$ cat src/rtl/adcseq_pkg.sv
package adcseq_pkg;
  localparam int CH_W    = 4;
  localparam int CH_N    = 1 << CH_W;
  localparam int RES_W   = 12;
  localparam int FRAME_W = CH_W + RES_W;
  localparam int CNT_W   = $clog2(FRAME_W + 1);
  localparam int HALF_W  = 8;
  localparam int HALVES  = CH_N / HALF_W;

  // control word field positions
  localparam int CW_WR      = FRAME_W - 1;
  localparam int CW_TGT     = FRAME_W - 2;
  localparam int CW_SEQ     = FRAME_W - 3;
  localparam int CW_SEL     = FRAME_W - 3;
  localparam int CW_CH_LSB  = 9;
  localparam int CW_PWR_LSB = 7;
  localparam int CW_RANGE   = 6;
  localparam int CW_CODE    = 5;
  localparam int CW_KEEP    = 4;

  typedef enum logic [1:0] {
    PWR_NORMAL  = 2'b00,
    PWR_AUTOSTB = 2'b01,
    PWR_AUTOSHD = 2'b10,
    PWR_FULLSHD = 2'b11
  } pwr_mode_e;

  typedef struct packed {
    logic            seq_en;
    logic [CH_W-1:0] chan;
    pwr_mode_e       pwr;
    logic            range2x;
    logic            straight;
    logic            keep;
  } cfg_t;

  function automatic logic [RES_W-1:0] encode_result(
      input logic [RES_W-1:0] raw, input logic straight, input logic shut);
    if (shut) return '0;
    return straight ? raw : {~raw[RES_W-1], raw[RES_W-2:0]};
  endfunction

  function automatic logic [CH_W-1:0] next_enabled(
      input logic [CH_N-1:0] mask, input logic [CH_W-1:0] from);
    logic [CH_W-1:0] pick;
    logic [CH_W-1:0] idx;
    logic            found;
    pick  = from;
    found = 1'b0;
    for (int i = 1; i <= CH_N; i++) begin
      idx = from + CH_W'(i);
      if (!found && mask[idx]) begin
        pick  = idx;
        found = 1'b1;
      end
    end
    return pick;
  endfunction
endpackage

$ cat src/rtl/adcseq_sar_stub.sv
module adcseq_sar_stub
  import adcseq_pkg::*;
(
  input  logic             clk,
  input  logic             rst_n,
  input  logic             start,
  input  logic [RES_W-1:0] sample_i,
  output logic [RES_W-1:0] raw
);
  logic [RES_W-1:0] held;

  always_ff @(posedge clk or negedge rst_n) begin
    if (!rst_n)     held <= '0;
    else if (start) held <= sample_i;
  end

  assign raw = start ? sample_i : held;

  AST_SAMPLE_AT_START: assert property (@(posedge clk) disable iff (!rst_n)
    start |=> held == $past(sample_i));
endmodule

$ cat src/rtl/adcseq_frame.sv
module adcseq_frame
  import adcseq_pkg::*;
(
  input  logic               clk,
  input  logic               rst_n,
  input  logic               cs_n,
  input  logic               sdi,
  input  logic [CH_W-1:0]    chan,
  input  logic [RES_W-1:0]   code,
  output logic               active,
  output logic               conv_start,
  output logic               frame_done,
  output logic               frame_abort,
  output logic               hold,
  output logic               sdo,
  output logic [FRAME_W-1:0] ctl_word
);
  logic [CNT_W-1:0]   cnt;
  logic [FRAME_W-1:0] ctl_q;
  logic [FRAME_W-1:0] shreg;
  logic               shift_en;
  logic               counting;

  assign counting    = cnt < CNT_W'(FRAME_W);
  assign conv_start  = !cs_n && !active;
  assign shift_en    = !cs_n && active && counting;
  assign frame_done  = shift_en && (cnt == CNT_W'(FRAME_W - 1));
  assign frame_abort = cs_n && active && counting;
  assign ctl_word    = {ctl_q[FRAME_W-2:0], sdi};
  assign hold        = active && counting;
  assign sdo         = active && shreg[FRAME_W-1];

  always_ff @(posedge clk or negedge rst_n) begin
    if (!rst_n) begin
      active <= 1'b0;
      cnt    <= '0;
      ctl_q  <= '0;
      shreg  <= '0;
    end else if (cs_n) begin
      active <= 1'b0;
      cnt    <= '0;
    end else if (conv_start) begin
      active <= 1'b1;
      cnt    <= CNT_W'(1);
      ctl_q  <= {{(FRAME_W-1){1'b0}}, sdi};
      shreg  <= {chan, code};
    end else if (shift_en) begin
      cnt    <= cnt + CNT_W'(1);
      ctl_q  <= ctl_word;
      shreg  <= {shreg[FRAME_W-2:0], 1'b0};
    end
  end

  AST_START_HOLDS: assert property (@(posedge clk) disable iff (!rst_n)
    conv_start |=> hold && active);
  AST_DONE_RELEASES: assert property (@(posedge clk) disable iff (!rst_n)
    frame_done |=> !hold);
  AST_ABORT_IDLE: assert property (@(posedge clk) disable iff (!rst_n)
    frame_abort |=> !active);
  AST_FIRST_BIT_CHAN: assert property (@(posedge clk) disable iff (!rst_n)
    conv_start |=> sdo == $past(chan[CH_W-1]));
endmodule

$ cat src/rtl/adcseq_seq.sv
module adcseq_seq
  import adcseq_pkg::*;
(
  input  logic               clk,
  input  logic               rst_n,
  input  logic               frame_done,
  input  logic [FRAME_W-1:0] ctl_word,
  output cfg_t               cfg,
  output logic [CH_N-1:0]    mask,
  output logic [CH_W-1:0]    cur_ch
);
  localparam int SEL_W = (HALVES > 1) ? $clog2(HALVES) : 1;

  logic            wr, cfg_wr, mask_wr;
  cfg_t            new_cfg;
  logic [SEL_W-1:0] half_sel;
  logic [CH_W-1:0] first_ch, step_ch;

  assign wr       = frame_done && ctl_word[CW_WR];
  assign cfg_wr   = wr && !ctl_word[CW_TGT];
  assign mask_wr  = wr && ctl_word[CW_TGT];
  assign half_sel = ctl_word[CW_SEL -: SEL_W];

  always_comb begin
    new_cfg.seq_en   = ctl_word[CW_SEQ];
    new_cfg.chan     = ctl_word[CW_CH_LSB +: CH_W];
    new_cfg.pwr      = pwr_mode_e'(ctl_word[CW_PWR_LSB +: 2]);
    new_cfg.range2x  = ctl_word[CW_RANGE];
    new_cfg.straight = ctl_word[CW_CODE];
    new_cfg.keep     = ctl_word[CW_KEEP];
  end

  assign first_ch = (new_cfg.seq_en && |mask)
                    ? next_enabled(mask, CH_W'(CH_N - 1)) : new_cfg.chan;
  assign step_ch  = (cfg.seq_en && |mask) ? next_enabled(mask, cur_ch) : cfg.chan;

  always_ff @(posedge clk or negedge rst_n) begin
    if (!rst_n) begin
      cfg    <= '{seq_en: 1'b0, chan: '0, pwr: PWR_NORMAL,
                  range2x: 1'b0, straight: 1'b1, keep: 1'b0};
      mask   <= '0;
      cur_ch <= '0;
    end else begin
      if (cfg_wr) begin
        cfg    <= new_cfg;
        cur_ch <= first_ch;
      end else if (frame_done) begin
        cur_ch <= step_ch;
      end
      if (mask_wr) begin
        for (int h = 0; h < HALVES; h++)
          if (half_sel == SEL_W'(h)) mask[h*HALF_W +: HALF_W] <= ctl_word[HALF_W-1:0];
      end
    end
  end

  AST_CFG_ONLY_ON_WRITE: assert property (@(posedge clk) disable iff (!rst_n)
    !cfg_wr |=> $stable(cfg));
  AST_FIXED_CHANNEL: assert property (@(posedge clk) disable iff (!rst_n)
    (frame_done && !cfg_wr && !cfg.seq_en) |=> cur_ch == cfg.chan);
  AST_SEQ_IN_SET: assert property (@(posedge clk) disable iff (!rst_n)
    (frame_done && !wr && cfg.seq_en && |mask) |=> mask[cur_ch]);
  AST_CHAN_HOLDS: assert property (@(posedge clk) disable iff (!rst_n)
    !frame_done |=> $stable(cur_ch));
endmodule

$ cat src/rtl/adcseq_ctrl.sv
module adcseq_ctrl
  import adcseq_pkg::*;
(
  input  logic             clk,
  input  logic             rst_n,
  input  logic             cs_n,
  input  logic             sdi,
  input  logic [RES_W-1:0] sample_i,
  output logic             sdo_o,
  output logic             sdo_drive_o,
  output logic             sdo_keep_o,
  output logic [CH_W-1:0]  mux_sel_o,
  output logic             hold_o,
  output logic             range2x_o,
  output logic             bias_on_o,
  output logic             core_on_o
);
  logic               active, conv_start, frame_done, frame_abort;
  logic [FRAME_W-1:0] ctl_word;
  logic [RES_W-1:0]   raw, code;
  cfg_t               cfg;
  logic [CH_N-1:0]    mask;
  logic [CH_W-1:0]    cur_ch;
  logic               full_shut;

  adcseq_sar_stub u_stub (
    .clk(clk), .rst_n(rst_n), .start(conv_start), .sample_i(sample_i), .raw(raw));

  assign full_shut = cfg.pwr == PWR_FULLSHD;
  assign code      = encode_result(raw, cfg.straight, full_shut);

  adcseq_frame u_frame (
    .clk(clk), .rst_n(rst_n), .cs_n(cs_n), .sdi(sdi), .chan(cur_ch), .code(code),
    .active(active), .conv_start(conv_start), .frame_done(frame_done),
    .frame_abort(frame_abort), .hold(hold_o), .sdo(sdo_o), .ctl_word(ctl_word));

  adcseq_seq u_seq (
    .clk(clk), .rst_n(rst_n), .frame_done(frame_done), .ctl_word(ctl_word),
    .cfg(cfg), .mask(mask), .cur_ch(cur_ch));

  assign mux_sel_o   = cur_ch;
  assign sdo_drive_o = active;
  assign sdo_keep_o  = !active && cfg.keep;
  assign range2x_o   = cfg.range2x;

  always_comb begin
    unique case (cfg.pwr)
      PWR_NORMAL:  begin bias_on_o = 1'b1;   core_on_o = 1'b1;   end
      PWR_AUTOSTB: begin bias_on_o = 1'b1;   core_on_o = active; end
      PWR_AUTOSHD: begin bias_on_o = active; core_on_o = active; end
      default:     begin bias_on_o = 1'b0;   core_on_o = 1'b0;   end
    endcase
  end

  AST_DRIVE_KEEP_EXCL: assert property (@(posedge clk) disable iff (!rst_n)
    !(sdo_drive_o && sdo_keep_o));
  AST_FULLSHD_OFF: assert property (@(posedge clk) disable iff (!rst_n)
    full_shut |-> !core_on_o && !bias_on_o);
  AST_ABORT_NO_DRIVE: assert property (@(posedge clk) disable iff (!rst_n)
    frame_abort |=> !sdo_drive_o);
endmodule

$ cat config.mk
export PLATFORM = sky130hd
export DESIGN_NAME = adcseq_ctrl
export DESIGN_NICKNAME = d
export VERILOG_FILES = /design/src/rtl/adcseq_pkg.sv /design/src/rtl/adcseq_sar_stub.sv /design/src/rtl/adcseq_frame.sv /design/src/rtl/adcseq_seq.sv /design/src/rtl/adcseq_ctrl.sv
export SDC_FILE = /design/constraint.sdc
export NUM_CORES = 1
export LEC_CHECK = 0
export ABC_AREA = 1
export BUFFER_PORTS_ARGS = -buffer_cell sky130_fd_sc_hd__buf_2
export CAP_MARGIN = 20
export CORE_ASPECT_RATIO = 1.1
export CORE_MARGIN = 2
export CORE_UTILIZATION = 50
export DETAILED_ROUTE_END_ITERATION = 8
export PLACE_DENSITY = 0.67
export SLEW_MARGIN = 0
export SYNTH_ARGS = -nofsm -noshare
export SYNTH_HDL_FRONTEND = slang
export SYNTH_SLANG_ARGS = --single-unit
$ cat constraint.sdc
create_clock -name clk -period 4.3 [get_ports clk]
set_input_delay 0.645 -clock clk [delete_from_list [all_inputs] [get_ports clk]]
set_output_delay 0.645 -clock clk [all_outputs]
set_load 0.05 [all_outputs]
## Word-level counts from Yosys, hierarchy flattened

Index checks and enable logic that the tools add are counted.

| word-level totals | value |
|---|---|
| register bits after elaboration | 79 |
| input port bits | 16 |
| output and inout bits | 11 |

| cells by class | value |
|---|---|
| add/sub/neg operators | 16 |
| $lt $le $gt $ge | 17 |
| equality and inequality tests | 6 |
| mux-type cells | 114 |
| bitwise logic cells | 3 |
| reduce and logical (&&, ||, !) cells | 87 |

Operators with widths:

| operator | number |
|---|---|
| two-way mux 4 bit | 36 |
| less-than comparator 4 x 5 -> 1 bit (second input constant) | 16 |
| binary-select mux 1 bit (select 4 bit) | 16 |
| two-way mux 1 bit | 49 |
| two-way mux 12 bit | 4 |
| logical AND 1 bit | 42 |
| logical NOT 1 bit | 33 |
| adder 4 bit (second input constant) | 8 |
| two-way mux 16 bit | 2 |
| two-way mux 15 bit | 2 |
| inequality test 17 x 16 -> 1 bit (second input constant) | 1 |
| adder 4 x 3 -> 4 bit (second input constant) | 4 |
| OR reduction 16 bit | 1 |
| two-way mux 5 bit | 3 |
| adder 4 x 2 -> 4 bit (second input constant) | 2 |
| AND reduction 2 bit | 3 |
| nonzero test 2 bit | 3 |
| adder 5 x 1 -> 5 bit (second input constant) | 1 |
| equality test 5 x 4 -> 1 bit (second input constant) | 1 |
| less-than comparator 5 bit (second input constant) | 1 |
| adder 4 x 1 -> 4 bit (second input constant) | 1 |
| equality test 2 bit (second input constant) | 2 |
| one-hot mux 1 bit (2 select lines) | 2 |
| OR reduction 2 bit | 2 |
| other kinds (6) | 8 |

## Depth between registers and ports, before layout

| depth | value |
|---|---|
| depth after elaboration | 52 |
| depth in mapped cells | 28 |

## Hierarchy

Synthesis repeated with hierarchy kept, for this count alone.

| second synthesis, totals | value |
|---|---|
| cells, all modules | 862 |
| area total of the unflattened synthesis | 5552.8 um^2 |

Modules (own cells, without submodules):

| module | instances | cells each | area an instance (um^2) |
|---|---|---|---|
| adcseq_seq | 1 | 545 | 3166.8 |
| adcseq_frame | 1 | 223 | 1721.7 |
| adcseq_sar_stub | 1 | 51 | 457.9 |
| adcseq_ctrl | 1 | 43 | 206.4 |

## Worst setup path after synthesis

OpenSTA, ideal clock, no wires.

| path | value |
|---|---|
| kind | reg-to-reg |
| start point | register u_frame.active |
| end point | register u_seq.cur_ch[1] |
| library setup time | 0.121 ns |
| arrival | 3.393 ns |
| setup slack | 0.787 ns |
| cell stages (with the launch flop) | 17 |
| buffers on the path | 1 |
| period minus slack after synthesis | 3.513 ns |
| cells stage by stage | dfrtp_1 -> buf_2 -> inv_1 -> nor2_1 -> nand2_1 -> nor2_1 -> nand2_1 -> nor2_1 -> inv_1 -> nand2_1 -> nor2_1 -> inv_1 -> nor3_1 -> o2111ai_1 -> nand2_1 -> o21ai_0 -> nand2_1 |

| on the way | value |
|---|---|
| word-level cells in the longest chain between the ends | 7 |
| elaborated cells on any way between the ends | 10 |
| those cells by class | eq/ne (2); mux (1); reduce/logical (7) |

RTL lines:

| element | RTL line | text |
|---|---|---|
| start, declared | adcseq_frame.sv:10 | `output logic active,` |
| start signal, assigned | adcseq_frame.sv:35 | `active <= 1'b0;` |
| start signal, assigned | adcseq_frame.sv:40 | `active <= 1'b0;` |
| start signal, assigned | adcseq_frame.sv:43 | `active <= 1'b1;` |
| logical AND 1 bit (*) (2 in a row) | adcseq_frame.sv:26 | `assign shift_en = !cs_n && active && counting;` |
| logical AND 1 bit (*) | adcseq_frame.sv:27 | `assign frame_done = shift_en && (cnt == CNT_W'(FRAME_W - 1));` |
| logical AND 1 bit | adcseq_seq.sv:19 | `assign wr = frame_done && ctl_word[CW_WR];` |
| logical AND 1 bit | adcseq_seq.sv:20 | `assign cfg_wr = wr && !ctl_word[CW_TGT];` |
| inequality test 17 x 16 -> 1 bit (no source line) (tied with other cells) | -- |  |
| AND reduction 3 bit (no source line) | -- |  |
| end signal, assigned | adcseq_seq.sv:46 | `cur_ch <= first_ch;` |
| end signal, assigned | adcseq_seq.sv:48 | `cur_ch <= step_ch;` |
| end, declared | adcseq_seq.sv:10 | `output logic [CH_W-1:0] cur_ch` |

Every way passes the cells marked *; elsewhere a longest branch is shown, timed or not.
A chain may end at the register's enable or synchronous reset.

## Worst setup path in the final report

| path | value |
|---|---|
| start point | register u_seq.cur_ch[2] |
| end point | register u_seq.cur_ch[0] |

| on the way | value |
|---|---|
| word-level cells in the longest chain between the ends | 50 |
| elaborated cells on any way between the ends | 113 |
| those cells by class | add/sub (15); eq/ne (2); mux (65); reduce/logical (31) |

RTL lines:

| element | RTL line | text |
|---|---|---|
| adder 4 x 1 -> 4 bit | adcseq_pkg.sv:51 | `idx = from + CH_W'(i);` |
| binary-select mux 1 bit (select 4 bit) | adcseq_pkg.sv:52 | `if (!found && mask[idx]) begin` |
| two-way mux 1 bit (implied by the code) | adcseq_pkg.sv:52 |  |
| two-way mux 1 bit | adcseq_pkg.sv:52 |  |
| logical NOT 1 bit | adcseq_pkg.sv:52 |  |
| logical AND 1 bit | adcseq_pkg.sv:52 |  |
| two-way mux 1 bit | adcseq_pkg.sv:52 |  |
| logical NOT 1 bit | adcseq_pkg.sv:52 |  |
| [34 not listed] | -- |  |
| two-way mux 1 bit | adcseq_pkg.sv:52 |  |
| logical NOT 1 bit | adcseq_pkg.sv:52 |  |
| logical AND 1 bit | adcseq_pkg.sv:52 |  |
| two-way mux 1 bit or two-way mux 4 bit (tied branches) | adcseq_pkg.sv:52 |  |
| logical NOT 1 bit or two-way mux 4 bit (tied branches) | adcseq_pkg.sv:52 |  |
| logical AND 1 bit or two-way mux 4 bit (tied branches) | adcseq_pkg.sv:52, adcseq_seq.sv:35 |  |
| inequality test 3 x 2 -> 1 bit (no source line) or two-way mux 4 bit (tied branches) | -- |  |
| AND reduction 3 bit (no source line) or two-way mux 4 bit (tied branches) | -- |  |

Several ways; a longest one is shown, not always the timed one. The select of a mux whose other input is x is not followed.

==> out/metrics.yaml <==
timing:
  grt_setup_unrepaired: "no"
  hold_slack_ns: 0.4405
  skew_ns: 0.009732
  finalSetupTns_ns: 0
  tightest_slew_ns: 0.9029
  finalSetupViolCount: 0
  post-route-period-util: 0.8881
  slew_violations: 0
  relSlewSlack: 0.3981
  layout_min_cycle_time_ns: 3.819
  max_freq_mhz: 261.9
  final_hold_viol_count: 0
critical_path:
  reg2reg_slack_ns: 0.48
  worstSetupPathType: "flip-flop to flip-flop"
  r2r_start: "u_seq.cur_ch[2]$_DFFE_PN0P_"
  start_kind: "flip-flop"
  cp.required_ns: 4.51
  r2r_cells: 17
  critical_path.max_fanout: 14
  cp.arrival_ns: 4.03
  reg2reg_to: "u_seq.cur_ch[0]$_DFFE_PN0P_"
  endpoint_kind: "flip-flop"
drt:
  drc_errors: 0
  vias: 4906
  drt-wirelength-per-cell_microns: 14.91
  via_per_inst: 5.665
  wirelength_mm: 12.91
  antenna_left: 0
  first_pass_iters: 5
  drt_iter0_drc: 325
grt:
  track_usage: 0.2566
  antenna_found_initial: 0
  grt_pass1_vias: 4636
  grt_pass1_wl_mm: 21.65
  grt_max_degree: 41
  grt.overflow.total: 0
place:
  dp_hpwl_mm: 10.05
  gp_congestion: 0.9694
  numPortBuffers: 26
cts:
  cts_buffer_depth: 2
  cts_setup_buffers: 0
  path_clk_slew_ns: 0.07
  cts.sinks: 67
  cts_hold_buf: 0
  htree_levels: 3
  post_cts_resized: 0
  clock_latency_ns: 0.33
  cts_buffers: 9
  cts_root_buf: "clkbuf_8"
  cts_tree: "built"
floorplan:
  die_x_microns: 97.59
  core.rowCount: 37
  die_y_microns: 106.9
  dieArea_sq_um: 10440
  initial_core_util: 0.5151
  core_area_sq_um: 9351
  io_pins: 27
status:
  status: "finished clean"
yosys:
  synth_area_sq_um: 4817
  synthCells: 721
  yosys.cell_types.count: 40
  ys_seq_area_frac: 0.3483
  async_flop_share: 1.000
  yosysWarnings: 0
  synth_top_area_share: 0.3429
  ys.flop_type: "dfrtp_1"
  yosys.area.top_type: "dfrtp_1"
  synth_area_leaders: "dfrtp_1, nand2_1, nand3_1"
  ys_ff_latch: 67
  avgSynthCellArea_sq_um: 6.681
  synth_edf_count: 0
  syn_nets: 751
layout:
  antenna_cells: 0
  drive_above_1_share: 0.09346
  nets: 774
  areaGrowthSynthToFinish_pct: 8.156
power_and_ir_drop:
  powerDensity_nw_per_um2: 226.3
  leakagePower_nw: 2.573
  vdd_drop_max_v: 0.0002287
hold_path:
  hp-class: "primary input to asynchronous set/reset pin"
run:
  cap_violations: 0
[worst max path at each step]
| stage | from | to | slack, ns | cells after the start |
|---|---|---|---|---|
| 2_1_floorplan | u_frame.active$_DFFE_PN0P_ | u_seq.cur_ch[1]$_DFFE_PN0P_ | 0.79 | 16 |
| 3_3_place_gp | u_seq.cur_ch[2]$_DFFE_PN0P_ | u_seq.cur_ch[0]$_DFFE_PN0P_ | 0.56 | 17 |
| 3_5_place_dp | u_seq.cur_ch[2]$_DFFE_PN0P_ | u_seq.cur_ch[0]$_DFFE_PN0P_ | 0.50 | 17 |
| 4_1_cts | u_seq.cur_ch[2]$_DFFE_PN0P_ | u_seq.cur_ch[0]$_DFFE_PN0P_ | 0.48 | 17 |
| 5_1_grt | u_seq.cur_ch[2]$_DFFE_PN0P_ | u_seq.cur_ch[0]$_DFFE_PN0P_ | 0.15 | 17 |
| 6_report | u_seq.cur_ch[2]$_DFFE_PN0P_ | u_seq.cur_ch[0]$_DFFE_PN0P_ | 0.48 | 17 |
[report_power, final]
part	switching, mW	total, mW	internal [mW]
clock network	0.219	0.442	0.223
registers	0.0120	0.661	0.650
logic	0.0526	0.0761	0.0235
[cell usage after synthesis (2+ instances only)]
cell type	n
nand2_4	2
o21a_1	2
nor4_1	2
nor3_1	4
nand4_1	11
inv_1	76
inv_2	9
ha_1	14
o211ai_1	3
nand3_1	115
o22ai_1	16
buf_2	7
xor2_1	8
o21ai_1	8
a31oi_1	2
clkinv_1	3
nand2_1	183
clkbuf_1	11
o21ai_0	47
nand4_4	2
nor2_4	3
dfrtp_1	66
buf_4	3
a21oi_1	37
nor2_1	72
[logic make-up (layout without fill, tap and decap cells)]
group                    Yosys count  after routing  synth area share
flip-flops                        67             67            0.3483
AND/OR/NAND/NOR                  400            400            0.3709
buffers and inverters            111            139           0.09273
AO/OA/AOI/OAI                    120            120            0.1353
XOR/XNOR                           9              9           0.01636
adder cells (fa/ha/maj)           14             14           0.03636
[state kept, by name, indices dropped and copies added, names as in the netlist]
signal          cells
u_frame.ctl_q      15
u_seq.cfg          10
u_seq.cur_ch        4
u_seq.mask         16
u_frame.active      1
u_frame.shreg      16
u_frame.cnt         5
[layer usage]
metal,routed length [microns],share of wire,track usage
met5,0,0,0
met3,656,0.051,0.03129
met1,5420,0.42,0.3110
met4,618,0.048,0.1429
met2,6216,0.48,0.4443
[area by class of cell]
class | count | area [sq um]
Fill cell | 945 | 4141
Multi-Input combinational cell | 543 | 2695
Sequential cell | 67 | 1678
Inverter | 89 | 336.6
Timing Repair Buffer | 34 | 190.2
Clock buffer | 13 | 148.9
Tap cell | 117 | 146.4
Clock inverter | 3 | 15.01
[critical path, stage by stage (launching register included)]
cell and delay (ns):
dfrtp_1 0.75, inv_4 0.16, ha_1 0.52, inv_1 0.20, nand3_1 0.17, nand3_1 0.10, nand2_2 0.15, nand3_4 0.10
nor2_4 0.15, nand4_4 0.12, nor2_4 0.19, nand4_4 0.16, nor3_2 0.26, o2111ai_1 0.17, nand2_1 0.22, inv_2 0.06
nand3_1 0.12, o21ai_1 0.08
[through the flow]
step | std cells | utilization | setup WS [ns] | cell area [sq um] | power [mW]
floorplan | 721 | - | 0.7868 | 4817 | 0.7154
global placement | 850 | 0.5396 | 0.5553 | 5046 | 0.7485
detailed placement | 850 | 0.5396 | 0.5003 | 5046 | 0.7502
CTS | 866 | 0.5571 | 0.4820 | 5210 | 1.194
global route | 866 | 0.5571 | 0.1545 | 5210 | 1.227
finish | 866 | 0.5571 | 0.4813 | 5210 | 1.179
[cells in the final DEF (no fill, tap or decap), types with 11 or more instances in the layout]
cell,n
nand3_1,115
buf_2,26
nand4_1,11
nand2_1,183
nor2_1,71
o22ai_1,16
a21oi_1,37
inv_1,76
o21ai_0,47
dfrtp_1,66
ha_1,14
Power figures use the tool's default switching activity.
